`src/rtl/gear_pkg.sv`:
```
package gear_pkg;
  localparam int unsigned GEAR_W = 2;
  typedef logic [GEAR_W-1:0] gear_t;
  localparam gear_t GEAR_FULL = 2'b11;
  localparam gear_t GEAR_DIV2 = 2'b10;
  localparam gear_t GEAR_DIV4 = 2'b01;
  localparam gear_t GEAR_SLOW = 2'b00;
endpackage

```
`src/rtl/gear_reg.sv`:
```
module gear_reg
  import gear_pkg::*;
(
  input  logic  clk_i,
  input  logic  rst_ni,
  input  logic  wr_i,
  input  gear_t wr_data_i,
  output gear_t gear_o
);
  // only power-on reset touches the gear
  always_ff @(posedge clk_i or negedge rst_ni) begin
    if (!rst_ni)   gear_o <= GEAR_FULL;
    else if (wr_i) gear_o <= wr_data_i;
  end

  assert_write_loads_R3: assert property (@(posedge clk_i) disable iff (!rst_ni)
    wr_i |=> gear_o == $past(wr_data_i));
  assert_gear_hold_R7: assert property (@(posedge clk_i) disable iff (!rst_ni)
    !wr_i |=> $stable(gear_o));
endmodule

```
`src/rtl/gear_divider.sv`:
```
module gear_divider
  import gear_pkg::*;
#(
  parameter int unsigned SLOW_DIV    = 16,
  parameter int unsigned STRETCH_CYC = 4
) (
  input  logic  clk_i,
  input  logic  rst_ni,
  input  logic  rst_any_i,
  input  logic  wr_i,
  input  gear_t wr_data_i,
  input  gear_t gear_i,
  output logic  mce_o
);
  localparam int unsigned CW = $clog2(SLOW_DIV);
  localparam int unsigned SW = $clog2(STRETCH_CYC + 1);

  logic [CW-1:0] cnt_q, last;
  logic [SW-1:0] str_q;

  always_comb begin
    unique case (gear_i)
      GEAR_FULL: last = '0;
      GEAR_DIV2: last = CW'(1);
      GEAR_DIV4: last = CW'(3);
      default:   last = CW'(SLOW_DIV - 1);
    endcase
  end

  always_ff @(posedge clk_i or negedge rst_ni) begin
    if (!rst_ni) begin
      cnt_q <= '0;
      str_q <= '0;
    end else if (rst_any_i) begin
      cnt_q <= '0;
      str_q <= '0;
    end else if (wr_i) begin
      // restart phase; divided targets get the stretch (re-armed if running)
      cnt_q <= '0;
      str_q <= (wr_data_i == GEAR_FULL) ? '0 : SW'(STRETCH_CYC);
    end else if (str_q != '0) begin
      str_q <= str_q - 1'b1;
    end else if (cnt_q == last) begin
      cnt_q <= '0;
    end else begin
      cnt_q <= cnt_q + 1'b1;
    end
  end

  assign mce_o = (cnt_q == '0) && (str_q == '0) && !rst_any_i;

  assert_full_speed_R1: assert property (@(posedge clk_i) disable iff (!rst_ni)
    (gear_i == GEAR_FULL && !rst_any_i) |-> mce_o);
  assert_single_pulse_R9: assert property (@(posedge clk_i) disable iff (!rst_ni)
    (mce_o && gear_i != GEAR_FULL && !wr_i && !rst_any_i) |=> !mce_o);
endmodule

```
`src/rtl/gear_clk_div.sv`:
```
module gear_clk_div
  import gear_pkg::*;
#(
  parameter int unsigned SLOW_DIV    = 16,
  parameter int unsigned STRETCH_CYC = 4
) (
  input  logic       clk_i,
  input  logic       rst_ni,
  input  logic       ext_rst_i,
  input  logic       sw_rst_i,
  input  logic       wr_i,
  input  logic [1:0] wr_data_i,
  output logic [1:0] gear_o,
  output logic       mce_o
);
  logic  rst_any;
  gear_t gear_q;

  assign rst_any = ext_rst_i | sw_rst_i;

  gear_reg u_reg (
    .clk_i    (clk_i),
    .rst_ni   (rst_ni),
    .wr_i     (wr_i),
    .wr_data_i(gear_t'(wr_data_i)),
    .gear_o   (gear_q)
  );

  gear_divider #(
    .SLOW_DIV   (SLOW_DIV),
    .STRETCH_CYC(STRETCH_CYC)
  ) u_div (
    .clk_i    (clk_i),
    .rst_ni   (rst_ni),
    .rst_any_i(rst_any),
    .wr_i     (wr_i),
    .wr_data_i(gear_t'(wr_data_i)),
    .gear_i   (gear_q),
    .mce_o    (mce_o)
  );

  assign gear_o = gear_q;

  assert_stretch_R5: assert property (@(posedge clk_i) disable iff (!rst_ni)
    (wr_i && !rst_any && wr_data_i != GEAR_FULL) |=> !mce_o);
  assert_reset_low_R7: assert property (@(posedge clk_i) disable iff (!rst_ni)
    rst_any |-> !mce_o);
  assert_release_pulse_R8: assert property (@(posedge clk_i) disable iff (!rst_ni)
    ($past(rst_any) && !rst_any) |-> mce_o);
endmodule

```
`config.mk`:
```
export PLATFORM = sky130hd
export DESIGN_NAME = gear_clk_div
export DESIGN_NICKNAME = d
export VERILOG_FILES = /design/src/rtl/gear_pkg.sv /design/src/rtl/gear_reg.sv /design/src/rtl/gear_divider.sv /design/src/rtl/gear_clk_div.sv
export SDC_FILE = /design/constraint.sdc
export NUM_CORES = 1
export LEC_CHECK = 0
export ABC_AREA = 1
export CORE_AREA = 5 5 42 44
export CTS_BUF_LIST = sky130_fd_sc_hd__clkbuf_8
export CTS_CLUSTER_SIZE = 16
export DETAILED_ROUTE_END_ITERATION = 8
export DIE_AREA = 0 0 47 49
export PLACE_DENSITY = 0.69
export SYNTH_ARGS = -nofsm -noshare
export SYNTH_HDL_FRONTEND = slang
export SYNTH_SLANG_ARGS = --single-unit
```
`constraint.sdc`:
```
create_clock -name clk_i -period 2.79 [get_ports clk_i]
set_input_delay 0.279 -clock clk_i [delete_from_list [all_inputs] [get_ports clk_i]]
set_output_delay 0.279 -clock clk_i [all_outputs]
set_load 0.005 [all_outputs]
```
==> results.py, run 1 <==
metrics = {
    "pwr": {
        "power_switching_share": 0.2450,
        "pwr-share-clk": 0.439,
        "power_w": 0.0003430,
        "pwr-share-comb": 0.140,
        "p_seq_frac": 0.421,
        "ir_worst_vdd_mv": 0.2724,
        "power.static_leakage_nw": 0.3474,
        "power_density_nw_per_um2": 488.7,
        "internal-power_w": 0.0002590,
        "netSwitchingPower_w": 0.00008404,
    },
    "worst_setup_path": {
        "cp_data_arrival_time_ns": 1.71,
        "crit_required_ns": 2.51,
        "slowest_stage": "clkdlybuf4s50_1",
        "crit_family": "buffers and inverters",
        "timing.critical_path.buf_inv": 2,
        "critPathKind": "reg2out",
        "cp_max_fo": 3,
        "cp-start-kind": "register",
        "crit_chain": "inv_1, ha_1, ha_1, nand3_1, nor2_1, clkdlybuf4s50_1",
        "cpMostUsedCell": "ha_1",
        "slowest_delay_ns": 0.51,
        "end_kind": "primary output",
    },
    "job": {
        "max_cap_viol_count": 0,
    },
    "global_route": {
        "grt_usage": 0.1108,
        "grt_pass1_wl_mm": 1.856,
        "grt-ovfl-total": 0,
        "grt_max_degree": 10,
        "grt_pass1_vias": 447,
        "antenna_found_initial": 0,
    },
    "detailed_routing": {
        "drt_wl_total_mm": 1.077,
        "wl_per_cell_um": 10.36,
        "num_vias": 490,
        "drtIter0Drc": 8,
        "drc_errors": 0,
        "drt_first_pass_iters": 4,
        "ant_nets": 0,
        "via_per_inst": 4.712,
    },
    "sta": {
        "setup_viol": 0,
        "fin_crit_sh": 0.7124,
        "slew_headroom": 0.7195,
        "fin_crit_ns": 1.988,
        "fin_skew_ns": 0.004550,
        "hold_violations": 0,
        "rsz0062_at_grt": "false",
        "finalMaxSlewViolations": 0,
        "worstMarginPinSlew_ns": 0.4195,
        "fin_ws_ns": 0.8024,
        "fin_setup_tns_ns": 0,
        "max_freq_ghz": 0.5031,
    },
    "clocking": {
        "clock_latency_ns": 0.23,
        "cts_buffer_depth": 2,
        "post-cts-setup-buffer-count": 0,
        "cts-buffers-inserted": 3,
        "clkTransAtPathRegs_ns": 0.05,
        "clkSinkCount": 9,
        "holdBufCountCts": 0,
        "cts-resized-gates": 0,
        "cts-htree-levels": 1,
        "cts-root-buf": "clkbuf_8",
        "tritoncts": "yes",
    },
    "place": {
        "dpl.cell_count": 100,
        "gp_congestion": 0.6915,
        "io_buffers": 9,
        "dpl_worst_slack_ns": 0.9697,
        "post-dp-hpwl_um": 811.7,
    },
    "synth": {
        "synth_cell_type_count": 16,
        "synthCells": 75,
        "ys_ff_latch": 9,
        "yosysSeqAreaShare": 0.4165,
        "synth_fp_nets": 86,
        "synth_area_um2": 546.8,
        "synth_warnings": 0,
        "syn_avg_cell_area_um2": 7.290,
    },
    "finish": {
        "final_core_utilization": 0.5009,
        "final_cells": 104,
        "layout-drive-gt1-share": 0.09091,
        "area_growth_pct": 28.38,
        "n_antenna_cell": 0,
        "layout.nets": 100,
    },
    "floorplanning": {
        "row_count": 14,
        "start_util": 0.3902,
        "die_x_um": 47,
        "fp.coreArea_um2": 1401,
        "fp.dieArea_um2": 2303,
        "pin_count": 10,
        "die_h_um": 49,
    },
    "hold_path": {
        "min_path_type": "in2async",
    },
    "run_status": {
        "status": "completed",
    },
}
==> flip-flops by register name (all words and copies together) (netlist names) <==
name,cells
u_div.cnt_q,4
u_div.str_q,3
u_reg.gear_o,2
==> through the flow <==
stage	instance area, um2	hold WS, ns
2_1_floorplan	546.8	-0.01659
3_3_place_gp	656.9	0.4810
3_5_place_dp	656.9	0.4854
4_1_cts	701.9	0.3569
5_1_grt	701.9	0.3785
6_report	701.9	0.3485
==> cells in the final DEF, fill, tap and decap left out <==
master            n
o22ai_1           2
nand3b_1          1
nand3_1           5
nor2_1            9
a21oi_1           1
ha_1              4
dfstp_2           2
clkdlybuf4s50_1   9
inv_1            12
dfrtp_1           7
nand4_1           1
o21ai_0           3
inv_2             1
clkbuf_8          3
nand2_1          25
xnor2_1           1
nor2_2            1
nand3_2           1
==> cells in the mapped netlist <==
| cell | n | share of area |
|---|---|---|
| nand4_1 | 1 | 0.011 |
| nand3b_1 | 1 | 0.014 |
| nor2_1 | 9 | 0.062 |
| nand3_2 | 1 | 0.018 |
| xnor2_1 | 1 | 0.016 |
| nor2_2 | 1 | 0.011 |
| dfrtp_1 | 7 | 0.32 |
| inv_1 | 11 | 0.076 |
| nand2_1 | 25 | 0.17 |
| ha_1 | 4 | 0.092 |
| inv_2 | 1 | 0.0069 |
| a21oi_1 | 1 | 0.0091 |
| o21ai_0 | 3 | 0.027 |
| nand3_1 | 5 | 0.046 |
| o22ai_1 | 2 | 0.023 |
| dfstp_2 | 2 | 0.096 |
==> path summary, 6_finish.rpt <==
| check | start | endpoint | slack (ns) | cells past startpoint |
|---|---|---|---|---|
| setup / recovery | u_div.str_q[0] | mce_o | 0.80 | 6 |
| hold / removal | rst_ni | u_div.str_q[2] | 0.35 | 1 |
| setup reg to reg | u_div.str_q[0] | u_div.str_q[0] | 1.45 | 7 |
| hold reg to reg | u_reg.gear_o[0] | u_reg.gear_o[0] | 0.49 | 2 |
| max in group asynchronous | rst_ni | u_reg.gear_o[1] | 2.12 | 1 |
| min in group clk_i | u_reg.gear_o[0] | u_reg.gear_o[0] | 0.49 | 2 |
==> per-layer routing <==
| layer | GRT usage | share of wire | vias to the layer above |
|---|---|---|---|
| met4 | 0.06912 | 0.0093 | 0 |
| met5 | 0 | 0 | - |
| met1 | 0.1377 | 0.49 | 224 |
| li1 | - | - | 261 |
| met2 | 0.1674 | 0.47 | 3 |
| met3 | 0.02214 | 0.019 | 2 |
==> cell type report <==
class                      count  area (um2)
clock inverter                 1       3.754
timing repair buffer           9       90.09
fill                         152       699.4
clock buffer                   3       41.29
inverter                      12       45.04
tap                           16       20.02
sequential                     9       227.7
multi-input combinational     54       274.0
==> power by group through the flow <==
| stage | clock network [W] | registers, W | logic [W] |
|---|---|---|---|
| after floorplan | 0 | 0.000145 | 0.0000242 |
| after global placement | 0 | 0.000146 | 0.0000481 |
| after detailed placement | 0 | 0.000146 | 0.0000484 |
| after CTS | 0.000153 | 0.000144 | 0.0000488 |
| after global routing | 0.000161 | 0.000145 | 0.0000546 |
| final | 0.000151 | 0.000144 | 0.0000481 |
==> cell families (layout without fill, tap and decap cells) <==
family,Yosys count,after routing,share of synthesized area
flip-flops,9,9,0.4165
adder cells (fa/ha/maj),4,4,0.09154
AO/OA/AOI/OAI,6,6,0.05948
XOR/XNOR,1,1,0.01602
buffers and inverters,12,25,0.08237
AND/OR/NAND/NOR,43,43,0.3341
(Power assumes the default switching activity.)
==> inputs of run 2 (changes only) <==
--- a/config.mk
+++ b/config.mk
@@ -11,7 +11,7 @@
 export CTS_CLUSTER_SIZE = 16
 export DETAILED_ROUTE_END_ITERATION = 8
 export DIE_AREA = 0 0 47 49
-export PLACE_DENSITY = 0.69
+export PLACE_DENSITY = 0.72
 export SYNTH_ARGS = -nofsm -noshare
 export SYNTH_HDL_FRONTEND = slang
 export SYNTH_SLANG_ARGS = --single-unit
==> constraint.sdc (replaced) <==
create_clock -name clk_i -period 1.7 [get_ports clk_i]
set_input_delay 0.17 -clock clk_i [delete_from_list [all_inputs] [get_ports clk_i]]
set_output_delay 0.17 -clock clk_i [all_outputs]
set_load 0.005 [all_outputs]
==> results.py, run 2 (same netlist as run 1, synthesis figures left out) <==
metrics = {
    "sta": {
        "fin_crit_sh": 0.9213,
        "finalMaxSlewViolations": 0,
        "fin_setup_tns_ns": 0,
        "fin_ws_ns": 0.1338,
        "slew_headroom": 0.7097,
        "setup_viol": 0,
        "hold_violations": 0,
        "fin_skew_ns": 0.005419,
        "rsz0062_at_grt": "false",
        "max_freq_ghz": 0.6385,
        "fin_crit_ns": 1.566,
        "worstMarginPinSlew_ns": 0.4341,
    },
    "place": {
        "gp_congestion": 0.7318,
        "io_buffers": 9,
        "post-dp-hpwl_um": 876.6,
        "dpl_worst_slack_ns": 0.07623,
    },
    "detailed_routing": {
        "ant_nets": 0,
        "via_per_inst": 4.752,
        "wl_per_cell_um": 11.06,
        "drc_errors": 0,
        "drt_first_pass_iters": 4,
        "num_vias": 518,
        "drtIter0Drc": 10,
        "drt_wl_total_mm": 1.205,
    },
    "hold_path": {
        "min_path_type": "in2async",
    },
    "floorplanning": {
        "start_util": 0.3902,
        "die_h_um": 49,
        "pin_count": 10,
        "row_count": 14,
        "die_x_um": 47,
        "fp.dieArea_um2": 2303,
        "fp.coreArea_um2": 1401,
    },
    "clocking": {
        "cts-buffers-inserted": 3,
        "cts_buffer_depth": 2,
        "holdBufCountCts": 0,
        "cts-htree-levels": 1,
        "clock_latency_ns": 0.23,
        "tritoncts": "yes",
        "clkTransAtPathRegs_ns": 0.05,
        "cts-root-buf": "clkbuf_8",
        "clkSinkCount": 9,
    },
    "worst_setup_path": {
        "cp_data_arrival_time_ns": 1.40,
        "end_kind": "primary output",
        "critPathKind": "reg2out",
        "crit_start": "u_div.str_q[0]",
        "crit_required_ns": 1.53,
        "cp-start-kind": "register",
        "cp_max_fo": 3,
        "regToRegStartpoint": "u_div.str_q[0]",
    },
    "global_route": {
        "grt_pass1_wl_mm": 2.090,
        "grt_pass1_vias": 506,
        "antenna_found_initial": 0,
        "grt-ovfl-total": 0,
        "grt_usage": 0.1267,
        "grt_max_degree": 10,
    },
    "job": {
        "max_cap_viol_count": 0,
    },
    "finish": {
        "fillers": 141,
        "layout-drive-gt1-share": 0.1505,
        "n_antenna_cell": 0,
        "final_common_cell": "nand2_1",
        "top_regs": "u_div.cnt_q x4, u_div.str_q x3, u_reg.gear_o x2",
        "largest_register_ffs": 4,
        "layout_common_cells": "nand2_1 (25), inv_1 (12), nor2_1 (9)",
        "area_growth_pct": 35.47,
        "top_register": "u_div.cnt_q",
        "layout.nets": 105,
    },
    "run_status": {
        "status": "completed",
    },
    "pwr": {
        "ir_worst_vdd_mv": 0.4166,
        "power_density_nw_per_um2": 767.4,
        "power.static_leakage_nw": 0.3759,
    },
}
==> run 2: timing repair <==
| action | in CTS | in global routing |
|---|---|---|
| setup buffers | 1 | 0 |
| setup endpoints to repair | 1 | 0 |
| resized for setup | 2 | 0 |
==> run 2: worst paths after layout <==
check / slack [ns] / end / cells after the start
max: 0.13 / mce_o / 6
min: 0.24 / u_div.str_q[2] / 1
max reg2reg: 0.24 / u_div.str_q[0] / 8
min reg2reg: 0.49 / u_reg.gear_o[0] / 2
max in group asynchronous: 1.12 / u_reg.gear_o[0] / 1
min in group clk_i: 0.48 / u_reg.gear_o[0] / 3
==> run 2: final cells by class <==
| class | instances | area [um2] | share of cell area |
|---|---|---|---|
| Sequential cell | 9 | 227.7 | 0.3074 |
| Inverter | 12 | 45.04 | 0.06081 |
| Clock inverter | 1 | 3.754 | 0.005068 |
| Tap cell | 16 | 20.02 | 0.02703 |
| Multi-Input combinational cell | 54 | 276.5 | 0.3733 |
| Clock buffer | 3 | 41.29 | 0.05574 |
| Timing Repair Buffer | 14 | 126.4 | 0.1706 |
==> run 2: where the power goes <==
part           switching (W)  total [W]  internal, W
Combinational      0.0000443  0.0000898    0.0000455
Sequential        0.00000791   0.000235     0.000227
Clock              0.0000860   0.000243     0.000157
==> run 2: per-layer routing <==
layer  track usage  routed length [um]  up-vias  part of all wire
li1              -                   -      270                 -
met1        0.1432                 542      239              0.45
met2        0.2059                 610        5              0.51
met3       0.02214                  25        4             0.021
met4       0.08295                  27        0             0.022
met5             0                   0        -                 0
==> run 2: per-stage QoR <==
stage / util / area (um2) / hold WS [ns] / std cells / power (W)
final: 0.5286 / 740.7 / 0.2447 / 109 / 0.0005684
after global routing: 0.5286 / 740.7 / 0.2696 / 109 / 0.0006065
after CTS: 0.5286 / 740.7 / 0.2486 / 109 / 0.0005776
after detailed placement: 0.4902 / 686.9 / 0.4832 / 104 / 0.0003229
after global placement: 0.4902 / 686.9 / 0.4900 / 104 / 0.0003223
after floorplan: - / 546.8 / -0.1256 / 75 / 0.0002781
==> run 2: critical path, stage by stage, from the launching register on <==
cell and delay (ns):
dfrtp_1 0.35, inv_1 0.08, ha_1 0.15, ha_2 0.18, nand3_1 0.08, nor2_1 0.09, dlygate4sd2_1 0.24
==> inputs of run 3 (changes only) <==
--- a/config.mk
+++ b/config.mk
@@ -11,6 +11,7 @@
 export CTS_CLUSTER_SIZE = 16
 export DETAILED_ROUTE_END_ITERATION = 8
 export DIE_AREA = 0 0 47 49
+export GPL_TIMING_DRIVEN = 0
 export PLACE_DENSITY = 0.72
 export SYNTH_ARGS = -nofsm -noshare
 export SYNTH_HDL_FRONTEND = slang
==> results.py, run 3 (same netlist as run 1, synthesis figures left out) <==
metrics = {
    "run_status": {
        "status": "completed",
    },
    "sta": {
        "fin_skew_ns": 0.005942,
        "max_freq_ghz": 0.6385,
        "worstMarginPinSlew_ns": 0.4160,
        "slew_headroom": 0.7218,
        "setup_viol": 0,
        "finalMaxSlewViolations": 0,
        "fin_crit_ns": 1.566,
        "hold_violations": 0,
        "rsz0062_at_grt": "false",
        "fin_crit_sh": 0.9213,
        "fin_setup_tns_ns": 0,
    },
    "finish": {
        "top_register": "u_div.cnt_q",
        "area_growth_pct": 28.60,
        "largest_register_ffs": 4,
        "layout_common_cells": "nand2_1 (25), inv_1 (12), nor2_1 (9)",
        "top_regs": "u_div.cnt_q x4, u_div.str_q x3, u_reg.gear_o x2",
        "layout-drive-gt1-share": 0.1023,
        "n_antenna_cell": 0,
        "layout.nets": 100,
        "final_common_cell": "nand2_1",
    },
    "detailed_routing": {
        "dr_wl_met2_um": 484,
        "drt_first_pass_iters": 4,
        "num_vias": 480,
        "drc_errors": 0,
        "routed-wl-met3_um": 24,
        "drtIter0Drc": 7,
        "drt_wl_total_mm": 1.004,
        "wl_met1_um": 495,
        "topRoutingLayerUsed": "met3",
        "ant_nets": 0,
        "via_per_inst": 4.615,
        "wl_per_cell_um": 9.654,
    },
    "worst_setup_path": {
        "end_kind": "primary output",
        "cp_data_arrival_time_ns": 1.40,
        "critPathKind": "reg2out",
        "crit_chain": "inv_1, ha_1, ha_2, nand3_1, nor2_1, dlygate4sd2_1",
        "cp_max_fo": 3,
        "slowest_stage": "dfrtp_1",
        "slowest_delay_ns": 0.35,
        "crit_required_ns": 1.53,
        "cp-start-kind": "register",
    },
    "floorplanning": {
        "pin_count": 10,
        "row_count": 14,
        "die_x_um": 47,
        "start_util": 0.3902,
        "die_h_um": 49,
        "fp.coreArea_um2": 1401,
        "fp.dieArea_um2": 2303,
    },
    "global_route": {
        "grt_max_degree": 10,
        "antenna_found_initial": 0,
        "grt_pass1_wl_mm": 1.814,
        "grt_pass1_vias": 460,
        "grt_usage": 0.1031,
        "grt-ovfl-total": 0,
    },
    "clocking": {
        "cts-root-buf": "clkbuf_8",
        "clock_latency_ns": 0.23,
        "cts_buffer_depth": 2,
        "clkTransAtPathRegs_ns": 0.05,
        "cts-htree-levels": 1,
        "tritoncts": "yes",
        "clkSinkCount": 9,
        "post-cts-setup-buffer-count": 0,
        "cts-buffers-inserted": 3,
    },
    "place": {
        "io_buffers": 9,
        "post-dp-hpwl_um": 772.5,
        "gp_congestion": 0.6868,
    },
    "pwr": {
        "power.static_leakage_nw": 0.3500,
        "power_density_nw_per_um2": 785.7,
        "power_w": 0.0005525,
        "ir_worst_vdd_mv": 0.6373,
    },
    "hold_path": {
        "min_path_type": "in2async",
    },
    "job": {
        "max_cap_viol_count": 0,
    },
}
-- run 3: metrics by stage --
stage / cells / utilization / area, um2 / hold slack (ns) / setup slack, ns
floorplan: 75 / - / 546.8 / -0.1256 / 0.4926
global placement: 100 / 0.4688 / 656.9 / 0.4864 / 0.07578
detailed placement: 100 / 0.4688 / 656.9 / 0.4895 / 0.08257
CTS: 104 / 0.5018 / 703.2 / 0.2535 / 0.1155
global route: 104 / 0.5018 / 703.2 / 0.2718 / 0.04349
finish: 104 / 0.5018 / 703.2 / 0.2424 / 0.1338
-- run 3: what timing repair did --
item                                    in CTS  in global routing
gates resized for setup                      2                  0
endpoints found under the setup margin       1                  0
hold buffers                                 0                  0
-- run 3: where the power goes --
group / switching (W) / internal, W
Clock: 0.0000809 / 0.000157
Sequential: 0.00000993 / 0.000227
Combinational: 0.0000381 / 0.0000393
Total: 0.000129 / 0.000424
-- run 3: worst max-delay path: cells and delay by family (launching register included) --
kind	cells	cell delay (ns)
flip-flops	1	0.35
adder cells (fa/ha/maj)	2	0.34
buffers and inverters	2	0.32
AND/OR/NAND/NOR	2	0.16
-- run 3: layer usage --
| metal | global-route usage | up-vias |
|---|---|---|
| met2 | 0.1538 | 3 |
| met1 | 0.1403 | 218 |
| met4 | 0.04147 | 0 |
| li1 | - | 259 |
| met5 | 0 | - |
| met3 | 0.02214 | 0 |
-- run 3: path summary, 6_finish.rpt --
kind | start | depth (start not counted) | end | slack (ns)
worst max-delay path | u_div.str_q[0] | 6 | mce_o | 0.13
worst min-delay path | rst_ni | 1 | u_div.str_q[2] | 0.24
worst max register to register | u_div.str_q[0] | 7 | u_div.str_q[0] | 0.39
worst min register to register | u_reg.gear_o[0] | 2 | u_reg.gear_o[0] | 0.49
max in group asynchronous | rst_ni | 1 | u_reg.gear_o[0] | 1.14
min in group clk_i | wr_data_i[0] | 3 | u_reg.gear_o[0] | 0.48
-- run 3: cell type report --
cell class | count | area, um2
clock buffer | 3 | 41.29
timing repair buffer | 9 | 88.84
clock inverter | 1 | 3.754
multi-input combinational | 54 | 276.5
inverter | 12 | 45.04
sequential | 9 | 227.7
fill | 143 | 698.2
tap | 16 | 20.02
